===== src/rtl/bt_pkg.sv =====
package bt_pkg;

  typedef enum logic [1:0] {
    BT_OPEN  = 2'd0,
    BT_CLOSE = 2'd1,
    BT_RD    = 2'd2,
    BT_WR    = 2'd3
  } bt_cmd_e;

  function automatic int bank_group(input int bank, input int groups);
    return bank % groups;
  endfunction

endpackage


===== src/rtl/bt_act_window.sv =====
module bt_act_window #(
  parameter int TW        = 32,
  parameter int ACT_LIMIT = 4,
  parameter int T_WINDOW  = 20
) (
  input  logic          clk,
  input  logic          rst_n,
  input  logic          push,
  input  logic [TW-1:0] push_time,
  output logic          floor_en,
  output logic [TW-1:0] floor_val
);

  localparam int CW = $clog2(ACT_LIMIT + 1);
  localparam logic [TW-1:0] D_WIN = TW'(T_WINDOW);

  logic [TW-1:0] hist_q [ACT_LIMIT];
  logic [TW-1:0] hist_d [ACT_LIMIT];
  logic [CW-1:0] fill_q, fill_d;
  logic [TW-1:0] oldest;

  generate
    if (ACT_LIMIT == 1) begin : g_one
      assign oldest = push_time;
    end else begin : g_many
      assign oldest = hist_q[ACT_LIMIT-2];
    end
  endgenerate

  assign floor_en  = push && (fill_q >= CW'(ACT_LIMIT - 1));
  assign floor_val = oldest + D_WIN;

  always_comb begin
    for (int i = 0; i < ACT_LIMIT; i++) hist_d[i] = hist_q[i];
    fill_d = fill_q;
    if (push) begin
      hist_d[0] = push_time;
      for (int i = 1; i < ACT_LIMIT; i++) hist_d[i] = hist_q[i-1];
      if (fill_q != CW'(ACT_LIMIT)) fill_d = fill_q + 1'b1;
    end
  end

  always_ff @(posedge clk or negedge rst_n) begin
    if (!rst_n) begin
      for (int i = 0; i < ACT_LIMIT; i++) hist_q[i] <= '0;
      fill_q <= '0;
    end else if (push) begin
      for (int i = 0; i < ACT_LIMIT; i++) hist_q[i] <= hist_d[i];
      fill_q <= fill_d;
    end
  end

endmodule


===== src/rtl/bt_bank_slot.sv =====
module bt_bank_slot #(
  parameter int TW = 32
) (
  input  logic          clk,
  input  logic          rst_n,
  input  logic [TW-1:0] now,
  input  logic          act_en,
  input  logic [TW-1:0] act_floor,
  input  logic          pre_en,
  input  logic [TW-1:0] pre_floor,
  input  logic          col_en,
  input  logic [TW-1:0] col_floor,
  input  logic          open_set,
  input  logic          open_clr,
  output logic          act_rdy,
  output logic          pre_rdy,
  output logic          col_rdy
);

  logic [TW-1:0] act_at_q, act_at_d;
  logic [TW-1:0] pre_at_q, pre_at_d;
  logic [TW-1:0] col_at_q, col_at_d;
  logic          open_q, open_d;
  logic          upd;

  assign upd = act_en | pre_en | col_en | open_set | open_clr;

  always_comb begin
    act_at_d = act_at_q;
    pre_at_d = pre_at_q;
    col_at_d = col_at_q;
    open_d   = open_q;
    if (act_en && (act_floor > act_at_q)) act_at_d = act_floor;
    if (pre_en && (pre_floor > pre_at_q)) pre_at_d = pre_floor;
    if (col_en && (col_floor > col_at_q)) col_at_d = col_floor;
    if (open_set)      open_d = 1'b1;
    else if (open_clr) open_d = 1'b0;
  end

  always_ff @(posedge clk or negedge rst_n) begin
    if (!rst_n) begin
      act_at_q <= '0;
      pre_at_q <= '0;
      col_at_q <= '0;
      open_q   <= 1'b0;
    end else if (upd) begin
      act_at_q <= act_at_d;
      pre_at_q <= pre_at_d;
      col_at_q <= col_at_d;
      open_q   <= open_d;
    end
  end

  assign act_rdy = !open_q && (now >= act_at_q);
  assign pre_rdy =  open_q && (now >= pre_at_q);
  assign col_rdy =  open_q && (now >= col_at_q);

endmodule


===== src/rtl/bank_timing_tracker.sv =====
module bank_timing_tracker #(
  parameter int TW         = 32,
  parameter int NUM_BANKS  = 4,
  parameter int NUM_GROUPS = 2,
  parameter int ACT_LIMIT  = 4,
  parameter int T_RRD_DIFF = 2,
  parameter int T_RRD_SAME = 4,
  parameter int T_WINDOW   = 20,
  parameter int T_RCD      = 3,
  parameter int T_RP       = 5,
  parameter int T_PPD      = 2,
  parameter int T_CCD      = 2,
  localparam int BW = (NUM_BANKS > 1) ? $clog2(NUM_BANKS) : 1
) (
  input  logic                 clk,
  input  logic                 rst_n,
  input  logic                 cmd_valid,
  input  logic [1:0]           cmd_kind,
  input  logic [BW-1:0]        cmd_bank,
  output logic [NUM_BANKS-1:0] act_ready,
  output logic [NUM_BANKS-1:0] pre_ready,
  output logic [NUM_BANKS-1:0] col_ready,
  output logic                 cmd_err,
  output logic [TW-1:0]        now
);
  import bt_pkg::*;

  localparam logic [TW-1:0] D_RRD_DIFF = TW'(T_RRD_DIFF);
  localparam logic [TW-1:0] D_RRD_SAME = TW'(T_RRD_SAME);
  localparam logic [TW-1:0] D_RCD      = TW'(T_RCD);
  localparam logic [TW-1:0] D_RP       = TW'(T_RP);
  localparam logic [TW-1:0] D_PPD      = TW'(T_PPD);
  localparam logic [TW-1:0] D_CCD      = TW'(T_CCD);

  bt_cmd_e       kind;
  logic          tgt_rdy;
  logic          legal;
  logic          do_open, do_close, do_col;
  logic [TW-1:0] now_d;
  logic          err_d;
  int            tgt_grp;
  logic          win_en;
  logic [TW-1:0] win_floor;
  logic [TW-1:0] pre_fl;

  assign kind = bt_cmd_e'(cmd_kind);

  always_comb begin
    case (kind)
      BT_OPEN:  tgt_rdy = act_ready[cmd_bank];
      BT_CLOSE: tgt_rdy = pre_ready[cmd_bank];
      default:  tgt_rdy = col_ready[cmd_bank];
    endcase
  end

  assign legal    = cmd_valid && tgt_rdy;
  assign do_open  = legal && (kind == BT_OPEN);
  assign do_close = legal && (kind == BT_CLOSE);
  assign do_col   = legal && ((kind == BT_RD) || (kind == BT_WR));
  assign tgt_grp  = bank_group(int'(cmd_bank), NUM_GROUPS);
  assign pre_fl   = now + D_PPD;

  assign now_d = now + 1'b1;
  assign err_d = cmd_valid && !tgt_rdy;

  always_ff @(posedge clk or negedge rst_n) begin
    if (!rst_n) begin
      now     <= '0;
      cmd_err <= 1'b0;
    end else begin
      now     <= now_d;
      cmd_err <= err_d;
    end
  end

  bt_act_window #(
    .TW(TW), .ACT_LIMIT(ACT_LIMIT), .T_WINDOW(T_WINDOW)
  ) u_window (
    .clk       (clk),
    .rst_n     (rst_n),
    .push      (do_open),
    .push_time (now),
    .floor_en  (win_en),
    .floor_val (win_floor)
  );

  generate
    for (genvar b = 0; b < NUM_BANKS; b++) begin : g_bank
      localparam int GRP = bank_group(b, NUM_GROUPS);
      logic          is_tgt;
      logic          same_grp;
      logic          a_en, c_en;
      logic [TW-1:0] a_fl, c_fl;

      assign is_tgt   = (cmd_bank == BW'(b));
      assign same_grp = (tgt_grp == GRP);

      always_comb begin
        a_en = 1'b0;
        a_fl = '0;
        if (do_open && !is_tgt) begin
          a_en = 1'b1;
          a_fl = same_grp ? (now + D_RRD_SAME) : (now + D_RRD_DIFF);
        end
        if (win_en && (win_floor > a_fl)) begin
          a_en = 1'b1;
          a_fl = win_floor;
        end
        if (do_close && is_tgt) begin
          a_en = 1'b1;
          a_fl = now + D_RP;
        end
        c_en = 1'b0;
        c_fl = '0;
        if (do_open && is_tgt) begin
          c_en = 1'b1;
          c_fl = now + D_RCD;
        end
        if (do_col) begin
          c_en = 1'b1;
          c_fl = now + D_CCD;
        end
      end

      bt_bank_slot #(.TW(TW)) u_slot (
        .clk       (clk),
        .rst_n     (rst_n),
        .now       (now),
        .act_en    (a_en),
        .act_floor (a_fl),
        .pre_en    (do_close),
        .pre_floor (pre_fl),
        .col_en    (c_en),
        .col_floor (c_fl),
        .open_set  (do_open && is_tgt),
        .open_clr  (do_close && is_tgt),
        .act_rdy   (act_ready[b]),
        .pre_rdy   (pre_ready[b]),
        .col_rdy   (col_ready[b])
      );
    end
  endgenerate

endmodule


===== config.mk =====
export PLATFORM = sky130hd
export DESIGN_NAME = bank_timing_tracker
export DESIGN_NICKNAME = d
export VERILOG_FILES = /design/src/rtl/bt_pkg.sv /design/src/rtl/bt_act_window.sv /design/src/rtl/bt_bank_slot.sv /design/src/rtl/bank_timing_tracker.sv
export SDC_FILE = /design/constraint.sdc
export NUM_CORES = 2
export LEC_CHECK = 0
export BUFFER_PORTS_ARGS = -buffer_cell sky130_fd_sc_hd__buf_2
export CAP_MARGIN = 20
export CORE_UTILIZATION = 35
export CTS_CLUSTER_SIZE = 30
export DETAILED_ROUTE_END_ITERATION = 6
export PLACE_DENSITY_LB_ADDON = 0.12
export SLEW_MARGIN = 0
export SYNTH_ARGS = -nofsm -noshare
export SYNTH_HDL_FRONTEND = slang
export SYNTH_SLANG_ARGS = --single-unit

===== constraint.sdc =====
create_clock -name clk -period 12.85 [get_ports clk]
set_clock_uncertainty 0.1 [all_clocks]
set_input_delay 1.9275 -clock clk [delete_from_list [all_inputs] [get_ports clk]]
set_output_delay 1.9275 -clock clk [all_outputs]
set_load 0.03 [all_outputs]

==> flow_metrics.py <==
metrics = {
    "run_status": {
        "status": "completed",
    },
    "sta": {
        "post-route-period-util_pct": 89.2,
        "finalHoldViolations": 0,
        "layout_min_cycle_time_ns": 11.47,
        "setup_tns_ns": 0,
        "worst_pin_slew_ns": 1.37,
        "worst_slack_ns": 1.38,
        "setup-violations-final": 0,
        "rsz0062_at_grt": "false",
        "max_freq_mhz": 87.2,
        "drv_slew": 0,
        "relSlewSlack_pct": 7.96,
        "whs_ns": 0.355,
    },
    "routing": {
        "drc": 0,
        "drtPass1Iterations": 5,
        "ant_nets": 0,
        "drt_iter0_drc": 4794,
        "routedWlPerCell_um": 31.0,
        "finalWirelength_mm": 239,
        "via_per_inst": 5.98,
        "num_vias": 46200,
    },
    "power_and_ir_drop": {
        "vdd_drop_max_uv": 87.0,
        "clockPowerShare_pct": 47.8,
        "seq_power_share_pct": 37.9,
        "p_sw_share_pct": 31.1,
        "p_int_mw": 3.05,
        "p_total_mw": 4.43,
        "pwr-share-comb_pct": 14.3,
        "p_per_area_nw_per_um2": 80.3,
        "p_sw_mw": 1.38,
        "p_leak_nw": 26.4,
    },
    "yosys": {
        "synthDistinctLibCells": 93,
        "seq_area_frac_synth_pct": 26.4,
        "ys_ff_latch": 520,
        "synth-edff-count": 0,
        "synth_compound_area_share_pct": 17.6,
        "synth_mux_area_share_pct": 7.20,
        "synth_xor_area_share_pct": 3.93,
        "yosysWarnings": 0,
        "synthCells": 5667,
        "syn_nets": 6577,
        "yosys.area_share.simple_pct": 15.7,
        "async_flop_share_pct": 100,
        "synth_top_family_by_area": "adder cells",
        "synthAdderAreaFrac_pct": 23.0,
        "avgSynthCellArea_um2": 8.68,
        "syn_area_um2": 49200,
        "ys.flop_type": "dfrtp_1",
    },
    "clock_tree": {
        "htreeDepth": 3,
        "clk_pin_slew_worst_paths_ns": 0.05,
        "cts_buffer_depth": 3,
        "cts_resized": 0,
        "cts_tree": "built",
        "cts_setup_buffers": 0,
        "insertion_delay_ns": 0.69,
        "ctsHoldBuffers": 0,
        "root_buffer": "clkbuf_16",
        "clock-sinks": 520,
        "cts_buffers": 74,
    },
    "place": {
        "pre_cts_slack_ns": 1.82,
        "port_buffers": 51,
        "hpwlAfterDp_mm": 181,
        "place.gp.congestion": 1.07,
    },
    "critical_path": {
        "end_kind": "flop",
        "critPathMaxStageDelay_ns": 1.05,
        "reg2reg_from": "now[29]$_DFF_PN0_",
        "crit_path_start_kind": "flop",
        "rr_worst_depth": 30,
        "startpoint": "now[29]$_DFF_PN0_",
        "cp-endpoint": "g_bank[3].u_slot.act_at_q[3]$_DFFE_PN0P_",
        "crit_arrival_ns": 11.91,
        "path_max_fanout": 55,
        "critPathKind": "reg -> reg",
        "crit_required_ns": 13.30,
        "r2r-end": "g_bank[3].u_slot.act_at_q[3]$_DFFE_PN0P_",
        "r2r_slack_ns": 1.38,
        "cpMaxStageDelayCell": "nor4_1",
    },
    "cells_and_area": {
        "final_nets": 6693,
        "drive_gt1_share_pct": 12.6,
        "area_growth_pct": 12.1,
    },
    "floorplanning": {
        "start_util_pct": 35.3,
        "die-height_um": 377,
        "dieArea_um2": 142000,
        "fp.dieW_um": 377,
        "core-area_um2": 140000,
        "std_cell_rows": 137,
        "pin_count": 52,
    },
    "flow_run": {
        "cap_viol_max_count": 0,
    },
    "grt": {
        "gr-total-overflow": 0,
        "antenna_found_initial": 7,
        "grt_usage_pct": 33.1,
        "grt_pass1_wl_mm": 336,
        "grt_max_degree": 140,
        "grt_pass1_vias": 44700,
    },
    "hold_path": {
        "hold_path_class": "reg -> reg",
        "hp-start": "u_window.hist_q[98]$_DFFE_PN0P_",
    },
}
-- cells in the mapped netlist, drive strengths merged, types with 79 or more instances --
library cell / instances / area, µm²
xor2: 84 / 736
buf: 141 / 823
clkbuf: 122 / 458
mux2i: 120 / 1200
xnor2: 137 / 1200
nand4: 170 / 1060
nand2: 734 / 2760
nor3: 79 / 410
o221ai: 91 / 803
ha: 903 / 11300
nand3: 130 / 656
inv: 460 / 1730
dfrtp: 520 / 13000
nor2: 311 / 1170
a21oi: 355 / 1780
mux2: 208 / 2340
o21ai: 222 / 1130
a21o: 144 / 1080
-- per-layer routing --
layer | global-route usage, % | routed length, µm | up-vias
met5 | 0 | 80 | -
met4 | 19.6 | 16800 | 12
met3 | 5.99 | 18600 | 619
met2 | 50.4 | 102000 | 2103
met1 | 43.6 | 101000 | 22700
li1 | - | - | 20800
-- worst min path at each step --
stage	end	slack, ns	cells past startpoint
floorplan	u_window.hist_q[64]$_DFFE_PN0P_	0.34	2
global placement	u_window.hist_q[92]$_DFFE_PN0P_	0.35	2
detailed placement	u_window.hist_q[78]$_DFFE_PN0P_	0.35	2
CTS	u_window.hist_q[66]$_DFFE_PN0P_	0.36	2
global route	u_window.oldest[27]$_DFFE_PN0P_	0.37	2
finish	u_window.hist_q[66]$_DFFE_PN0P_	0.35	2
-- layout make-up --
| type | instances | area (µm²) |
|---|---|---|
| multi-input combinational | 4417 | 33400 |
| inverter | 467 | 1750 |
| tap | 1876 | 2350 |
| antenna | 2 | 5.00 |
| clock inverter | 24 | 254 |
| timing repair buffer | 303 | 2200 |
| fill | 14300 | 84400 |
| clock buffer | 110 | 2170 |
| sequential | 520 | 13000 |
-- metrics by stage --
step                      cells  utilization (%)  cell area (µm²)
after floorplan            5667                -            49200
after global placement     7580             37.8            52700
after detailed placement   7583             37.8            52800
after CTS                  7717             39.5            55200
after global routing       7717             39.5            55200
final                      7719             39.5            55200
-- state kept, by name (all words and copies together), names as in the netlist --
register                cells
cmd_err                     1
g_bank.u_slot.act_at_q    128
g_bank.u_slot.col_at_q    128
g_bank.u_slot.open_q        4
g_bank.u_slot.pre_at_q    128
now                        32
u_window.fill_q             3
u_window.hist_q            64
u_window.oldest            32
-- placed cells by master (no fill, tap or decap), types with 19 or more instances in the layout --
cell type / n
mux2_2: 208
o211ai_1: 52
and4_1: 27
o21ai_0: 210
nand4_1: 170
clkbuf_16: 74
inv_1: 459
nand2b_1: 20
dfrtp_2: 21
or3_1: 25
o21a_1: 25
o22ai_1: 59
nor3_1: 75
o2bb2ai_1: 24
a31oi_1: 42
a211oi_1: 45
xnor2_1: 135
nor2b_1: 41
a221o_1: 20
a21oi_1: 348
and3_1: 30
and2_1: 25
dfrtp_1: 499
o221ai_1: 90
o2111ai_1: 26
nand2_1: 734
xor2_1: 81
a221oi_1: 19
mux2i_1: 120
nor4_1: 27
nor2_1: 302
buf_4: 246
ha_1: 903
a21o_1: 144
nand3_1: 129
buf_2: 52
-- critical path: cells and delay by family, from the launching register on --
kind	cells	cell delay, ns
DFF	1	0.34
AOI/OAI and AO/OA	10	3.89
adders and majority gates	3	0.82
buffers and inverters	3	1.46
muxes	1	0.39
and+or+nand+nor	13	4.26
-- power by group through the flow --
stage	Clock [mW]	Combinational, mW	Sequential [mW]
global placement	0	0.613	1.71
floorplan	0	0.326	1.70
finish	2.12	0.634	1.68
detailed placement	0	0.611	1.71
global route	2.22	0.657	1.68
CTS	2.16	0.614	1.68
-- kinds of logic (layout without fill, tap and decap cells) --
kind of cell | after synthesis | in the layout
adder cells (fa/ha/maj) | 903 | 903
AO/OA/AOI/OAI | 1295 | 1295
XOR/XNOR | 221 | 221
other | 0 | 2
flip-flops | 520 | 520
buffers and inverters | 730 | 904
AND/OR/NAND/NOR | 1670 | 1670
multiplexers | 328 | 328
Note: power is estimated with default switching activity, not from simulation.
